==> src/rtl/fbtx_pkg.sv <==
package fbtx_pkg;
  localparam int FRAME_BITS = 11;
  localparam int IDX_W = 4;
  localparam logic [IDX_W-1:0] LAST_ONE_STOP = IDX_W'(FRAME_BITS - 2);
  localparam logic [IDX_W-1:0] LAST_TWO_STOP = IDX_W'(FRAME_BITS - 1);

  typedef struct packed {
    logic load;
    logic shift;
    logic active;
  } txStrobe_t;
endpackage

==> src/rtl/fbtx_baud.sv <==
module fbtx_baud #(
  parameter int DIV_W = 16,
  parameter int FRAC_W = 5
) (
  input  logic             clk,
  input  logic             rstN,
  input  logic             start,
  input  logic             run,
  input  logic [DIV_W-1:0] divIn,
  input  logic [FRAC_W-1:0] fracIn,
  output logic             bitEnd
);
  localparam int CNT_W = DIV_W + 1;

  logic [DIV_W-1:0]  divQ;
  logic [FRAC_W-1:0] fracQ;
  logic [FRAC_W-1:0] acc;
  logic              stretch;
  logic [CNT_W-1:0]  cnt;
  logic [CNT_W-1:0]  limit;
  logic [FRAC_W:0]   sum;

  assign limit  = {1'b0, divQ} - CNT_W'(1) + CNT_W'(stretch);
  assign sum    = {1'b0, acc} + {1'b0, fracQ};
  assign bitEnd = run && (cnt == limit);

  always_ff @(posedge clk or negedge rstN) begin
    if (!rstN) begin
      divQ    <= '0;
      fracQ   <= '0;
      acc     <= '0;
      stretch <= 1'b0;
      cnt     <= '0;
    end else if (start) begin
      divQ    <= divIn;
      fracQ   <= fracIn;
      acc     <= fracIn;
      stretch <= 1'b0;
      cnt     <= '0;
    end else if (run) begin
      if (cnt == limit) begin
        cnt     <= '0;
        acc     <= sum[FRAC_W-1:0];
        stretch <= sum[FRAC_W];
      end else begin
        cnt <= cnt + CNT_W'(1);
      end
    end
  end

  // the period counter never passes the current period length
  a_r6_cnt_bound: assert property (@(posedge clk) disable iff (!rstN)
    run |-> (cnt <= limit));
  // a stretched period needs a nonzero fine value
  a_r6_stretch_needs_frac: assert property (@(posedge clk) disable iff (!rstN)
    (run && stretch) |-> (fracQ != '0));
endmodule

==> src/rtl/fbtx_ctrl.sv <==
module fbtx_ctrl
  import fbtx_pkg::*;
(
  input  logic      clk,
  input  logic      rstN,
  input  logic      inValid,
  input  logic      divIsZero,
  input  logic      twoStop,
  input  logic      bitEnd,
  output logic      inReady,
  output txStrobe_t strb
);
  logic             active;
  logic [IDX_W-1:0] bitIdx;
  logic [IDX_W-1:0] lastIdx;
  logic             accept;

  assign inReady = !active && !divIsZero;
  assign accept  = inValid && inReady;

  always_ff @(posedge clk or negedge rstN) begin
    if (!rstN) begin
      active  <= 1'b0;
      bitIdx  <= '0;
      lastIdx <= LAST_ONE_STOP;
    end else if (accept) begin
      active  <= 1'b1;
      bitIdx  <= '0;
      lastIdx <= twoStop ? LAST_TWO_STOP : LAST_ONE_STOP;
    end else if (active && bitEnd) begin
      if (bitIdx == lastIdx) active <= 1'b0;
      else bitIdx <= bitIdx + IDX_W'(1);
    end
  end

  always_comb begin
    strb.load   = accept;
    strb.shift  = active && bitEnd;
    strb.active = active;
  end

  // no acceptance while a frame is in flight
  a_r7_ready_low_busy: assert property (@(posedge clk) disable iff (!rstN)
    active |-> !inReady);
  // a frame only ends on a bit boundary
  a_r7_hold_until_end: assert property (@(posedge clk) disable iff (!rstN)
    (active && !bitEnd) |=> active);
  // zero divisor blocks acceptance
  a_r8_zero_blocks: assert property (@(posedge clk) disable iff (!rstN)
    divIsZero |-> !inReady);
endmodule

==> src/rtl/fbtx_datapath.sv <==
module fbtx_datapath
  import fbtx_pkg::*;
(
  input  logic       clk,
  input  logic       rstN,
  input  txStrobe_t  strb,
  input  logic [7:0] inData,
  input  logic       inMark,
  input  logic       parityEn,
  input  logic       parityOdd,
  input  logic       addrMode,
  output logic       txLine
);
  logic [FRAME_BITS-1:0] shiftReg;
  logic [FRAME_BITS-1:0] frameVec;
  logic                  topBit;

  always_comb begin
    if (parityEn)      topBit = (^inData[6:0]) ^ parityOdd;
    else if (addrMode) topBit = inMark;
    else               topBit = inData[7];
    frameVec = {2'b11, topBit, inData[6:0], 1'b0};
  end

  always_ff @(posedge clk or negedge rstN) begin
    if (!rstN)           shiftReg <= '1;
    else if (strb.load)  shiftReg <= frameVec;
    else if (strb.shift) shiftReg <= {1'b1, shiftReg[FRAME_BITS-1:1]};
  end

  assign txLine = shiftReg[0];

  // the line idles high
  a_r1_idle_high: assert property (@(posedge clk) disable iff (!rstN)
    !strb.active |-> txLine);
  // the first bit after acceptance is the low start bit
  a_r2_start_low: assert property (@(posedge clk) disable iff (!rstN)
    strb.load |=> !txLine);
endmodule

==> src/rtl/frac_uart_tx.sv <==
module frac_uart_tx
  import fbtx_pkg::*;
#(
  parameter int DIV_W = 16,
  parameter int FRAC_W = 5
) (
  input  logic              clk,
  input  logic              rstN,
  input  logic              inValid,
  output logic              inReady,
  input  logic [7:0]        inData,
  input  logic              inMark,
  input  logic [DIV_W-1:0]  divisor,
  input  logic [FRAC_W-1:0] fineAdj,
  input  logic              parityEn,
  input  logic              parityOdd,
  input  logic              addrMode,
  input  logic              twoStop,
  output logic              txLine,
  output logic              busy
);
  txStrobe_t strb;
  logic      bitEnd;

  fbtx_baud #(.DIV_W(DIV_W), .FRAC_W(FRAC_W)) u_baud (
    .clk(clk), .rstN(rstN), .start(strb.load), .run(strb.active),
    .divIn(divisor), .fracIn(fineAdj), .bitEnd(bitEnd));

  fbtx_ctrl u_ctrl (
    .clk(clk), .rstN(rstN), .inValid(inValid), .divIsZero(divisor == '0),
    .twoStop(twoStop), .bitEnd(bitEnd), .inReady(inReady), .strb(strb));

  fbtx_datapath u_dp (
    .clk(clk), .rstN(rstN), .strb(strb), .inData(inData), .inMark(inMark),
    .parityEn(parityEn), .parityOdd(parityOdd), .addrMode(addrMode),
    .txLine(txLine));

  assign busy = strb.active;
endmodule

==> config.mk <==
export PLATFORM = sky130hd
export DESIGN_NAME = frac_uart_tx
export DESIGN_NICKNAME = d
export VERILOG_FILES = /design/src/rtl/fbtx_pkg.sv /design/src/rtl/fbtx_baud.sv /design/src/rtl/fbtx_ctrl.sv /design/src/rtl/fbtx_datapath.sv /design/src/rtl/frac_uart_tx.sv
export SDC_FILE = /design/constraint.sdc
export NUM_CORES = 1
export LEC_CHECK = 0
export BUFFER_PORTS_ARGS = -buffer_cell sky130_fd_sc_hd__buf_2
export CAP_MARGIN = 5
export CORE_ASPECT_RATIO = 1.5
export CORE_MARGIN = 2
export CORE_UTILIZATION = 55
export CTS_CLUSTER_DIAMETER = 100
export DETAILED_ROUTE_END_ITERATION = 10
export GPL_TIMING_DRIVEN = 0
export PLACE_DENSITY_LB_ADDON = 0.1
export SYNTH_ARGS = -nofsm -noshare
export SYNTH_HDL_FRONTEND = slang
export SYNTH_SLANG_ARGS = --single-unit
==> constraint.sdc <==
create_clock -name clk -period 3.71 [get_ports clk]
set_input_delay 0.1855 -clock clk [delete_from_list [all_inputs] [get_ports clk]]
set_output_delay 0.1855 -clock clk [all_outputs]
set_load 0.02 [all_outputs]
Word level (Yosys, flattened, before mapping)
Cells that the tools add are included.
{ "classes": {"n_reduce_logical": 15, "n_bitwise": 1, "muxes": 20, "eq_ne": 3, "addsub": 5} }
{ "ops": {"columns": ["cell", "count"], "rows": [
  ["17-bit two-way mux", 3],
  ["11-bit two-way mux", 2],
  ["17-bit by 1-bit adder with 17-bit output", 1],
  ["17-bit by 1-bit adder with 17-bit output (second input constant)", 1],
  ["17-bit equality test", 1],
  ["16-bit by 1-bit subtractor with 17-bit output (second input constant)", 1],
  ["16-bit zero test", 1],
  ["5-bit two-way mux", 3],
  ["4-bit two-way mux", 3],
  ["1-bit two-way mux", 8],
  ["2-bit nonzero test", 4],
  ["7-bit XOR reduction", 1],
  ["5-bit by 5-bit adder with 6-bit output", 1],
  ["2-bit AND reduction", 3],
  ["4-bit by 1-bit adder with 4-bit output (second input constant)", 1],
  ["4-bit equality test", 1],
  ["1-bit logical AND", 4],
  ["1-bit zero test", 2],
  ["2-bit two-way mux", 1],
  ["2-bit inequality test (second input constant)", 1],
  ["1-bit XOR", 1]
]} }
{ "word_totals": {"ff_bits": 64, "word_cells": 53, "input_bits": 37, "out_inout_bits": 3} }

Longest topological paths before layout
Gate-level depths: netlist of run 1.
{ "logic_depth": {"word_depth": 7, "depth_mapped": 13, "ltp_nobuf": 11} }

Cells and area by module
Synthesis of run 1 repeated with hierarchy kept, for this count alone.
{ "unflattened": {"cells_unflattened": 369, "area_unflattened_um2": 3613.5} }
{ "by_module_without_submodules": {"columns": ["mod", "seq_area_each_um2", "cells_each", "area_per_inst_um2", "instances"], "rows": [
  ["fbtx_baud", 1101.1, 278, 2713.9, 1],
  ["fbtx_datapath", 236.5, 46, 488.0, 1],
  ["fbtx_ctrl", 176.4, 40, 377.9, 1],
  ["frac_uart_tx", 0.0, 5, 33.8, 1]
]} }

Least setup slack after synthesis of run 1
OpenSTA, ideal clock, no wires.
{ "synth_path": {"kind": "register to register", "start": "reg u_baud.stretch", "end": "reg u_baud.acc[3]", "setup_ps": 131, "synth_period_minus_slack_ps": 2671, "slack_ps": 1039, "arrival_ps": 2540, "required_time_ps": 3579, "path_stages_with_launch": 13, "n_path_buf": 1, "cell_sequence": "dfrtp_1 -> inv_1 -> ha_1 -> ha_1 -> nor3b_2 -> and4bb_1 -> a31oi_1 -> o311ai_1 -> and4_1 -> nand3_2 -> o21ai_2 -> buf_4 -> o211ai_1"} }
{ "synth_between": {"elab_chain_cells": 4} }
{ "synth_lines": {"columns": ["element", "line_no", "rtl"], "rows": [
  ["from (decl)", "fbtx_baud.sv:18", "logic stretch;"],
  ["from (signal assigned)", "fbtx_baud.sv:44", "stretch <= sum[FRAC_W];"],
  ["17-bit by 1-bit adder with 17-bit output", "fbtx_baud.sv:23", "assign limit = {1'b0, divQ} - CNT_W'(1) + CNT_W'(stretch);"],
  ["17-bit equality test", "fbtx_baud.sv:41", "if (cnt == limit) begin"],
  ["2-bit nonzero test (no line)", null, null],
  ["2-bit AND reduction (no line)", null, null],
  ["to (signal assigned)", "fbtx_baud.sv:37", "acc <= fracIn;"],
  ["to (signal assigned)", "fbtx_baud.sv:43", "acc <= sum[FRAC_W-1:0];"],
  ["to (decl)", "fbtx_baud.sv:17", "logic [FRAC_W-1:0] acc;"]
]} }
Every way passes these cells.
A chain may end at the register's enable or synchronous reset.

Worst setup path after layout of run 1
{ "layout_path": {"start": "reg u_baud.divQ[0]", "end": "reg u_baud.acc[4]"} }
{ "layout_between": {"elab_chain_cells": 5} }
{ "layout_lines": {"columns": ["element", "line_no", "rtl"], "rows": [
  ["from (decl)", "fbtx_baud.sv:15", "logic [DIV_W-1:0] divQ;"],
  ["from (signal assigned)", "fbtx_baud.sv:35", "divQ <= divIn;"],
  ["16-bit by 1-bit subtractor with 17-bit output", "fbtx_baud.sv:23", null],
  ["17-bit by 1-bit adder with 17-bit output", "fbtx_baud.sv:23", null],
  ["17-bit equality test", "fbtx_baud.sv:41", null],
  ["2-bit nonzero test (no line)", null, null],
  ["2-bit AND reduction (no line)", null, null]
]} }
Every way passes these cells.

==> results of run 1 <==
[state kept, by name, summed over array words and instances, names as in the netlist]
register / cells
u_ctrl.active: 1
u_baud.stretch: 1
u_baud.fracQ: 5
u_dp.shiftReg: 9
u_baud.cnt: 17
u_baud.divQ: 16
u_ctrl.lastIdx: 2
u_ctrl.bitIdx: 4
u_baud.acc: 5
[synthesized netlist by cell type (4+ instances only)]
cell and instances:
nand2_1 79, dfrtp_1 50, nor2_1 33, xnor2_1 27, xor2_1 21, inv_1 20, o21ai_0 19, nand4_1 11
clkbuf_1 10, dfstp_2 10, a21oi_1 9, ha_1 9, nand3_1 8, nor3_1 8, a21o_1 7, a22oi_1 7
nor4_1 7, and2_1 6, and3_1 6, nor3b_1 5, o211ai_1 5, mux2i_1 4
[area by class of cell]
cell class              instances  area, um2  area share
well taps                      76       95.1      0.0230
flip-flops and latches         60       1510       0.366
multi-input cells             305       1920       0.464
repair buffers                 40        208      0.0502
plain buffers                  19        109      0.0263
clock buffers                  12        145      0.0351
clock inverters                 4       72.6      0.0175
inverters                      20       75.1      0.0181
[repair_timing]
| item | 4_1_cts | 5_1_grt |
|---|---|---|
| resized for setup | 0 | 0 |
| setup buffers | 0 | 0 |
| hold buffers | 0 | 1 |
| hold endpoints to repair | 0 | 50 |
| endpoints found under the setup margin | 0 | 0 |
[per-layer routing]
metal  wire [um]  GRT usage  share of wire  vias to the layer above
met3         300     0.0504          0.036                       21
met4         289      0.118          0.034                        0
li1            -          -              -                     1482
met1        3420      0.280           0.40                     1439
met2        4430      0.447           0.53                       52
met5           0          0              0                        -
[metrics by stage]
stage / util / total power [W] / instances / hold WS, ps
after CTS: 0.641 / 0.00278 / 535 / 8.50
after global routing: 0.643 / 0.00298 / 536 / 29.3
after floorplan: - / 0.00186 / 404 / -110
final: 0.643 / 0.00277 / 536 / 23.7
after global placement: 0.607 / 0.00206 / 519 / 373
after detailed placement: 0.607 / 0.00211 / 519 / 375
[power groups by stage]
| stage | clock [W] | sequential [W] | combinational [W] |
|---|---|---|---|
| floorplan | 0 | 0.00107 | 0.000797 |
| global placement | 0 | 0.00110 | 0.000964 |
| detailed placement | 0 | 0.00111 | 0.00100 |
| CTS | 0.000671 | 0.00110 | 0.00101 |
| global route | 0.000693 | 0.00113 | 0.00115 |
| finish | 0.000658 | 0.00110 | 0.00101 |
[kinds of logic after synthesis]
family,share of synthesized area
XOR/XNOR,0.116
AND/OR/NAND/NOR,0.263
flip-flops,0.418
adder cells (fa/ha/maj),0.0366
AO/OA/AOI/OAI,0.104
multiplexers,0.0111
buffers and inverters,0.0508
[path summary, 6_finish.rpt]
kind | startpoint | endpoint | depth (start not counted)
worst min-delay path | twoStop | u_ctrl.lastIdx[0] | 2
worst max register to register | u_baud.divQ[0] | u_baud.acc[4] | 12
max in group asynchronous | rstN | u_baud.divQ[8] | 2
min in group asynchronous | rstN | u_baud.cnt[9] | 2
worst min register to register | u_ctrl.bitIdx[3] | u_ctrl.bitIdx[3] | 1
worst max-delay path | u_baud.divQ[0] | u_baud.acc[4] | 12
[worst reg2reg max path, stage by stage (launching register included)]
cell and delay (ps):
dfrtp_1 370, inv_1 70, ha_1 210, ha_1 340, nor3b_2 520, and4bb_1 270
a31oi_1 50, o311ai_1 270, and4_1 280, nand3_2 180, o21ai_2 350, buf_4 260
o211ai_1 100
==> metrics.md, run 1 <==
| Metric | Value |
|---|---|
| HP Class | in -> reg |
| First-pass DRT Iterations | 4 |
| Cell Area, Synth | 3620 um2 |
| Synth top area cells | dfrtp_1 35%, nand2_1 8.2%, dfstp_2 7.3% |
| Internal power | 0.00176 W |
| H-Tree Depth | 3 |
| Clk pin slew, worst setup/hold paths | 70 ps |
| CP max-delay cell | nor3b_2 |
| Critical path's largest stage delay | 520 ps |
| Crit share post-route | 0.912 |
| Slew @ Worst Pin | 748 ps |
| Total number of vias | 2994 |
| RSZ-0062 raised after global routing | no |
| WP buf/inv | 2 |
| All-Layer GR Usage | 0.248 |
| Synth async-reset ratio | 1.00 |
| CP Launch Type | register |
| Final setup vio count | 0 |
| Post-DP HPWL | 6210 um |
| Die Width | between 70 and 80 um |
| Share of cells above drive strength 1 | 0.174 |
| Dpl cell area | 3910 um2 |
| Final Skew | approximately 14 ps |
| Min Tclk post-route | about 3400 ps |
| Clk_lat worst skew | 350 ps |
| DRC Markers | 0 |
| Worst path most repeated cell | ha_1 |
| Synth area leader | dfrtp_1 |
| Register bit total from synthesis | 60 |
| Commonest non-fill, non-tap cell in the layout | nand2_1 |
| Clock Path Buffers | 2 |
| R2R setup slack | 320 ps |
| NumNets Final | 502 |
| Die Height | around 100 um |
| CP required | 3920 ps |
| Sequential fraction of the synthesis area | 0.418 |
| Slew Limit Fails | 0 |
| Comb pwr share | 0.365 |
| Clk pwr share | 0.238 |
| Ys Warns | 0 |
| Sw Share | 0.364 |
| DRT antenna net count | 0 |
| Final wirelength | 8440 um |
| Post-synth top area share | 0.346 |
| Wirelength per Cell | 15.7 um |
| Core Area | 6440 um2 |
| Pre-CTS WS | roughly 420 ps |
| Initial antenna violation count | 0 |
| Root Buffer Master | clkbuf_8 |
| Synth cell types | 50 |
| Crit path arrival time | roughly 3600 ps |
| Syn Area/Cell | 8.96 um2 |
| Top FF cell, synth | dfrtp_1 |
| Inserted Diodes | 0 |
| Layout area overhead | 14.4% |
| Gpl congestion | 0.857 |
| Net Count, Synth | 451 |
| Largest net degree at the start of global routing | 61 |
| Fillers | 562 |
| CP Cell Sequence | inv_1 > ha_1 > ha_1 > nor3b_2 > and4bb_1 > a31oi_1 > o311ai_1 > and4_1 > nand3_2 > o21ai_2 > buf_4 > o211ai_1 |
| Number of max-cap violations | 0 |
| Final TNS setup | 0 ps |
| Vias in the first global route | 2943 |
| TritonCTS Sinks | 60 |
| Max Clk Rate | 0.295 GHz |
| TritonCTS buffer count | 9 |
| CTS tree | built |
| First-iteration detailed-routing DRC count | just over 200 |
| Fin area | 4140 um2 |
| Status | finished clean |
| First-pass GRT wire length | roughly 14000 um |
| IO Port Bufs | 39 |
| Critical Path End Type | register |
| EDFF count, synth | 0 |
| Cell count after synthesis | about 400 |
| Die area | 7260 um2 |
| Critical path's top delay family | simple AND/OR/NAND/NOR gates |
| Total gr overflow | 0 |
| Hold Fails Final Rpt | 0 |
| Leakage | 1.96 nW |
| Vias per std cell | 5.59 |
| Max FO, Critical Path | 10 |
| Initial Util | 0.562 |
| Row count | 36 |
| Pwr dens | 669 nW/um2 |
| Worst slew margin | 0.502 |
| Worst setup path class | reg -> reg |
| Max VDD drop | 0.000490 V |
| IO Count | 40 |
| Commonest non-fill, non-tap cells in the layout | 79 x nand2_1, 50 x dfrtp_1, 41 x buf_2 |
| Final setup margin | 325 ps |
| Net switching power figure | 0.00101 W |
| Register share of total power | 0.397 |
No activity file was read; power rests on OpenSTA's default activity.
==> run 2, diff against run 1 <==
CORE_MARGIN = default   (was 2)
CORE_UTILIZATION = 25   (was 55)
==> metrics.md, run 2 (synthesis results as in run 1) <==
| Metric | Value |
|---|---|
| Status | finished clean (unchanged) |
| Commonest non-fill, non-tap cell in the layout | nand2_1 (unchanged) |
| Slew Limit Fails | 0 (unchanged) |
| Fillers | 1543 (was 562) |
| Crit share post-route | 0.907 (was 0.912) |
| Clk_lat worst skew | 330 ps (was 350 ps) |
| Sequential Area | 1510 um2 (unchanged) |
| Clk pin slew, worst setup/hold paths | 60 ps (was 70 ps) |
| Hold WS | 34.8 ps (was 23.7 ps) |
| Largest net degree at the start of global routing | 61 (unchanged) |
| Max VDD drop | 0.000210 V (was 0.000490 V) |
| Clock Path Buffers | 2 (unchanged) |
| Leakage | 2.00 nW (was 1.96 nW) |
| IO Count | 40 (unchanged) |
| TritonCTS Sinks | 60 (unchanged) |
| Wirelength per Cell | 15.4 um (was 15.7 um) |
| Critical Path End Type | register (unchanged) |
| Area occupied by multi-input gates | 1930 um2 (was 1920 um2) |
| Inserted Diodes | 0 (unchanged) |
| Share of cells above drive strength 1 | 0.178 (was 0.174) |
| Final setup margin | 344 ps (was 325 ps) |
| Die Height | 149 um (was 103 um) |
| Total number of vias | 2991 (was 2994) |
| First-pass DRT Iterations | 4 (unchanged) |
| Total gr overflow | 0 (unchanged) |
| CTS tree | built (unchanged) |
| Final wirelength | 10100 um (was 8440 um) |
| Pre-CTS WS | 205 ps (was 421 ps) |
| Die area | 15000 um2 (was 7260 um2) |
| Gpl congestion | 0.804 (was 0.857) |
| HP Class | in -> reg (unchanged) |
| Final Skew | 6.78 ps (was 13.8 ps) |
| Worst setup path class | reg -> reg (unchanged) |
| Layout area overhead | 21.1% (was 14.4%) |
| Vias in the first global route | 3025 (was 2943) |
| Initial antenna violation count | 0 (unchanged) |
| Largest registers | u_baud.cnt x17, u_baud.divQ x16, u_dp.shiftReg x9 (unchanged) |
| Cells after DPL | 635 (was 519) |
| Final TNS setup | 0 ps (unchanged) |
| Min Tclk post-route | 3370 ps (was 3390 ps) |
| First-iteration detailed-routing DRC count | 121 (was 204) |
| Hold Fails Final Rpt | 0 (unchanged) |
| TritonCTS buffer count | 9 (unchanged) |
| Die Width | 100 um (was 70.2 um) |
| Largest register by flop count | u_baud.cnt (unchanged) |
| Commonest non-fill, non-tap cells in the layout | 79 x nand2_1, 50 x dfrtp_1, 41 x buf_2 (unchanged) |
| CP required | 3910 ps (was 3920 ps) |
| Vias per std cell | 4.59 (was 5.59) |
| Root Buffer Master | clkbuf_16 (was clkbuf_8) |
| NumNets Final | 502 (unchanged) |
| Initial Util | 0.257 (was 0.562) |
| Post-DP HPWL | 7640 um (was 6210 um) |
| Final Non-Filler Cells | 652 (was 536) |
| All-Layer GR Usage | 0.142 (was 0.248) |
| Core Area | 14100 um2 (was 6440 um2) |
| Row count | 53 (was 36) |
| DRC Markers | 0 (unchanged) |
| CP Launch Type | register (unchanged) |
| First-pass GRT wire length | 15900 um (was 13800 um) |
| Slew @ Worst Pin | 807 ps (was 748 ps) |
| Crit path arrival time | 3570 ps (was 3600 ps) |
| Max Clk Rate | 0.297 GHz (was 0.295 GHz) |
| Pwr dens | 682 nW/um2 (was 669 nW/um2) |
| Max FO, Critical Path | 10 (unchanged) |
| RSZ-0062 raised after global routing | no (unchanged) |
| Max reg flops | 17 (unchanged) |
| Final setup vio count | 0 (unchanged) |
| DRT antenna net count | 0 (unchanged) |
| IO Port Bufs | 39 (unchanged) |
| H-Tree Depth | 3 (unchanged) |
| Number of max-cap violations | 0 (unchanged) |
| Worst slew margin | 0.462 (was 0.502) |
==> run 2: changes by cell type in the layout (fill, tap and decap cells not counted), sizes merged <==
cell	before	now
bufinv	2	1
clkinv	1	2
==> run 2: final timing paths <==
kind	start	to	slack [ps]	cells after the start
min reg2reg	u_ctrl.bitIdx[3]	u_ctrl.bitIdx[3]	450	1
max in group asynchronous	rstN	u_baud.fracQ[1]	2690	2
max reg2reg	u_baud.stretch	u_baud.acc[3]	340	12
min	twoStop	u_ctrl.lastIdx[0]	30	2
max	u_baud.stretch	u_baud.acc[3]	340	12
min in group asynchronous	rstN	u_baud.divQ[13]	500	2
==> run 2: routing by layer <==
layer	part of all wire	track usage	vias up
met4	0.019	0.0551	0
li1	-	-	1481
met2	0.55	0.265	37
met1	0.41	0.158	1461
met5	0	0	-
met3	0.022	0.0239	12
==> run 2: final cells by class <==
class | instances | share of cell area
clock buffers | 12 | 0.0585
well taps | 192 | 0.0548
multi-input cells | 305 | 0.441
inverters | 20 | 0.0171
clock inverters | 4 | 0.0108
repair buffers | 40 | 0.0474
flip-flops and latches | 60 | 0.345
plain buffers | 19 | 0.0248
==> run 2: where the power goes <==
part / switching (W) / internal [W]
registers: 0.000200 / 0.000908
clock network: 0.000305 / 0.000554
logic: 0.000562 / 0.000460
total: 0.00107 / 0.00192
==> run 2: worst max-delay path, cell delays in order, from the launching register on <==
cell and delay, ps:
dfrtp_1 380, inv_1 60, ha_1 220, ha_1 360
nand2_1 90, o211a_1 210, o31ai_1 360, o211ai_1 170
a311oi_1 400, nand3_2 250, o21ai_2 380, buf_4 260
o211ai_1 100
==> run 2: what timing repair did <==
action	in CTS	in global routing
hold buffers	1	0
gates resized for setup	0	2
setup endpoints to repair	0	20
hold endpoints to repair	46	0
setup buffers	0	0
==> run 2: stage by stage <==
| step | power, W | utilization | area, um2 |
|---|---|---|---|
| 2_1_floorplan | 0.00186 | - | 3620 |
| 3_3_place_gp | 0.00211 | 0.288 | 4060 |
| 3_5_place_dp | 0.00214 | 0.289 | 4060 |
| 4_1_cts | 0.00302 | 0.311 | 4370 |
| 5_1_grt | 0.00320 | 0.312 | 4380 |
| 6_report | 0.00299 | 0.312 | 4380 |
==> run 3, diff against run 2 <==
CORE_UTILIZATION = 59   (was 25)
==> metrics.md, run 3 (synthesis results as in run 1) <==
| Metric | Value |
|---|---|
| Status | finished clean (unchanged) |
| Worst R2R Path Depth | 12 (unchanged) |
| Die Height | 97.9 um (was 149 um) |
| Total number of vias | 3025 (was 2991) |
| Inserted Diodes | 0 (unchanged) |
| Critical Path End Type | register (unchanged) |
| Hold path start | divisor[4] (was twoStop) |
| Slew Limit Fails | 0 (unchanged) |
| Pwr dens | 660 nW/um2 (was 682 nW/um2) |
| Max VDD drop | 0.000363 V (was 0.000210 V) |
| Share of cells above drive strength 1 | 0.176 (was 0.178) |
| Min Tclk post-route | 3350 ps (was 3370 ps) |
| Post-DP HPWL | 6080 um (was 7640 um) |
| Setup Fix Bufs, Post-CTS | 0 (unchanged) |
| RR Startpoint | u_baud.stretch (unchanged) |
| Fillers | 466 (was 1543) |
| Largest registers | u_baud.cnt x17, u_baud.divQ x16, u_dp.shiftReg x9 (unchanged) |
| Final TNS setup | 0 ps (unchanged) |
| Worst setup path class | reg -> reg (unchanged) |
| Hold Fails Final Rpt | 0 (unchanged) |
| DRC Markers | 0 (unchanged) |
| CTS tree | built (unchanged) |
| TritonCTS buffer count | 9 (unchanged) |
| Vias per std cell | 5.68 (was 4.59) |
| Fin area | 4140 um2 (was 4380 um2) |
| Largest register by flop count | u_baud.cnt (unchanged) |
| TritonCTS Sinks | 60 (unchanged) |
| First-pass DRT Iterations | 4 (unchanged) |
| RSZ-0062 raised after global routing | no (unchanged) |
| Max FO, Critical Path | 10 (unchanged) |
| First-iteration detailed-routing DRC count | 166 (was 121) |
| Initial antenna violation count | 0 (unchanged) |
| Area occupied by multi-input gates | 1920 um2 (was 1930 um2) |
| Commonest non-fill, non-tap cells in the layout | 79 x nand2_1, 50 x dfrtp_1, 41 x buf_2 (unchanged) |
| Max reg flops | 17 (unchanged) |
| Crit share post-route | 0.904 (was 0.907) |
| Root Buffer Master | clkbuf_8 (was clkbuf_16) |
| Sequential Area | 1510 um2 (unchanged) |
| Initial Util | 0.617 (was 0.257) |
| Largest net degree at the start of global routing | 61 (unchanged) |
| CP required | 3940 ps (was 3910 ps) |
| Critical Path Start | u_baud.stretch (unchanged) |
| Worst slew margin | 0.495 (was 0.462) |
| Die Width | 66.0 um (was 100 um) |
| Hold Path Stages | 3 (was 2) |
| IO Port Bufs | 39 (unchanged) |
| Leakage | 1.96 nW (was 2.00 nW) |
| Row count | 34 (was 53) |
| Clk pin slew, worst setup/hold paths | 70 ps (was 60 ps) |
| Clock Path Buffers | 2 (unchanged) |
| Gpl congestion | 0.882 (was 0.804) |
| Dpl cell area | 3910 um2 (was 4060 um2) |
| Total gr overflow | 0 (unchanged) |
| Pre-CTS WS | 383 ps (was 205 ps) |
| Commonest non-fill, non-tap cell in the layout | nand2_1 (unchanged) |
| Final setup vio count | 0 (unchanged) |
| Wirelength per Cell | 15.4 um (about the same) |
| Clk_lat worst skew | 360 ps (was 330 ps) |
| All-Layer GR Usage | 0.282 (was 0.142) |
| Max Clk Rate | 0.298 GHz (was 0.297 GHz) |
| Vias in the first global route | 3024 (was 3025) |
| H-Tree Depth | 3 (unchanged) |
| DRT antenna net count | 0 (unchanged) |
| Final setup margin | 356 ps (was 344 ps) |
| Final Skew | 7.16 ps (was 6.78 ps) |
| Hold WS | 38.7 ps (was 34.8 ps) |
| NumNets Final | 503 (was 502) |
| IO Count | 40 (unchanged) |
| Layout area overhead | 14.4% (was 21.1%) |
| HP Class | in -> reg (unchanged) |
| Crit path arrival time | 3580 ps (was 3570 ps) |
| Die area | 6460 um2 (was 15000 um2) |
| First-pass GRT wire length | 13600 um (was 15900 um) |
| Number of max-cap violations | 0 (unchanged) |
| CP Launch Type | register (unchanged) |
| Core Area | 5870 um2 (was 14100 um2) |
| Final wirelength | 8220 um (was 10100 um) |
| Slew @ Worst Pin | 758 ps (was 807 ps) |
-- run 3: cell count changes in the layout (fill, tap and decap cells not counted), sizes merged --
cell | before | now
dlygate4sd3 | 1 | 2
clkbuf | 22 | 23
clkinvlp | 1 | 2
clkinv | 2 | 0
-- run 3: cell type report --
cell class | count | share of cell area
Clock buffer | 13 | 0.0408
Clock inverter | 3 | 0.0109
Multi-Input combinational cell | 305 | 0.464
Timing Repair Buffer | 41 | 0.0526
Sequential cell | 60 | 0.366
Tap cell | 72 | 0.0218
Inverter | 20 | 0.0181
Buffer | 19 | 0.0263
-- run 3: power by group --
part	internal (W)	switching, W
clock	0.000365	0.000271
sequential	0.000907	0.000188
combinational	0.000459	0.000543
-- run 3: metal layers --
layer	vias up	GRT usage	routed length [um]
met5	-	0	0
met2	66	0.476	4310
met4	0	0.160	279
met1	1455	0.320	3330
met3	21	0.0631	302
li1	1483	-	-
-- run 3: final timing paths --
check / end / slack [ps]
max in group asynchronous: u_baud.fracQ[3] / 2770
max reg2reg: u_baud.acc[3] / 360
min in group asynchronous: u_baud.cnt[2] / 420
max: u_baud.acc[3] / 360
min reg2reg: u_ctrl.bitIdx[3] / 460
min: u_baud.divQ[4] / 40
-- run 3: critical path, cell delays in order (launching register included) --
cell and delay, ps:
dfrtp_1 390, inv_1 60, ha_1 210, ha_1 340, nor3b_2 530, and4bb_1 280, a31oi_1 50, o311ai_1 230
and4_1 260, nand3_2 190, o21ai_2 340, buf_4 240, o211ai_1 90
-- run 3: timing repair --
item / CTS / global route
hold buffers: 1 / 1
hold endpoints to repair: 1 / 50
resized for setup: 0 / 0
-- run 3: through the flow --
stage                     total power, W  std cells   util
after floorplan                  0.00186        404      -
after global placement           0.00205        515  0.665
after detailed placement         0.00210        515  0.665
after CTS                        0.00274        532  0.703
after global routing             0.00293        533  0.705
final                            0.00273        533  0.705
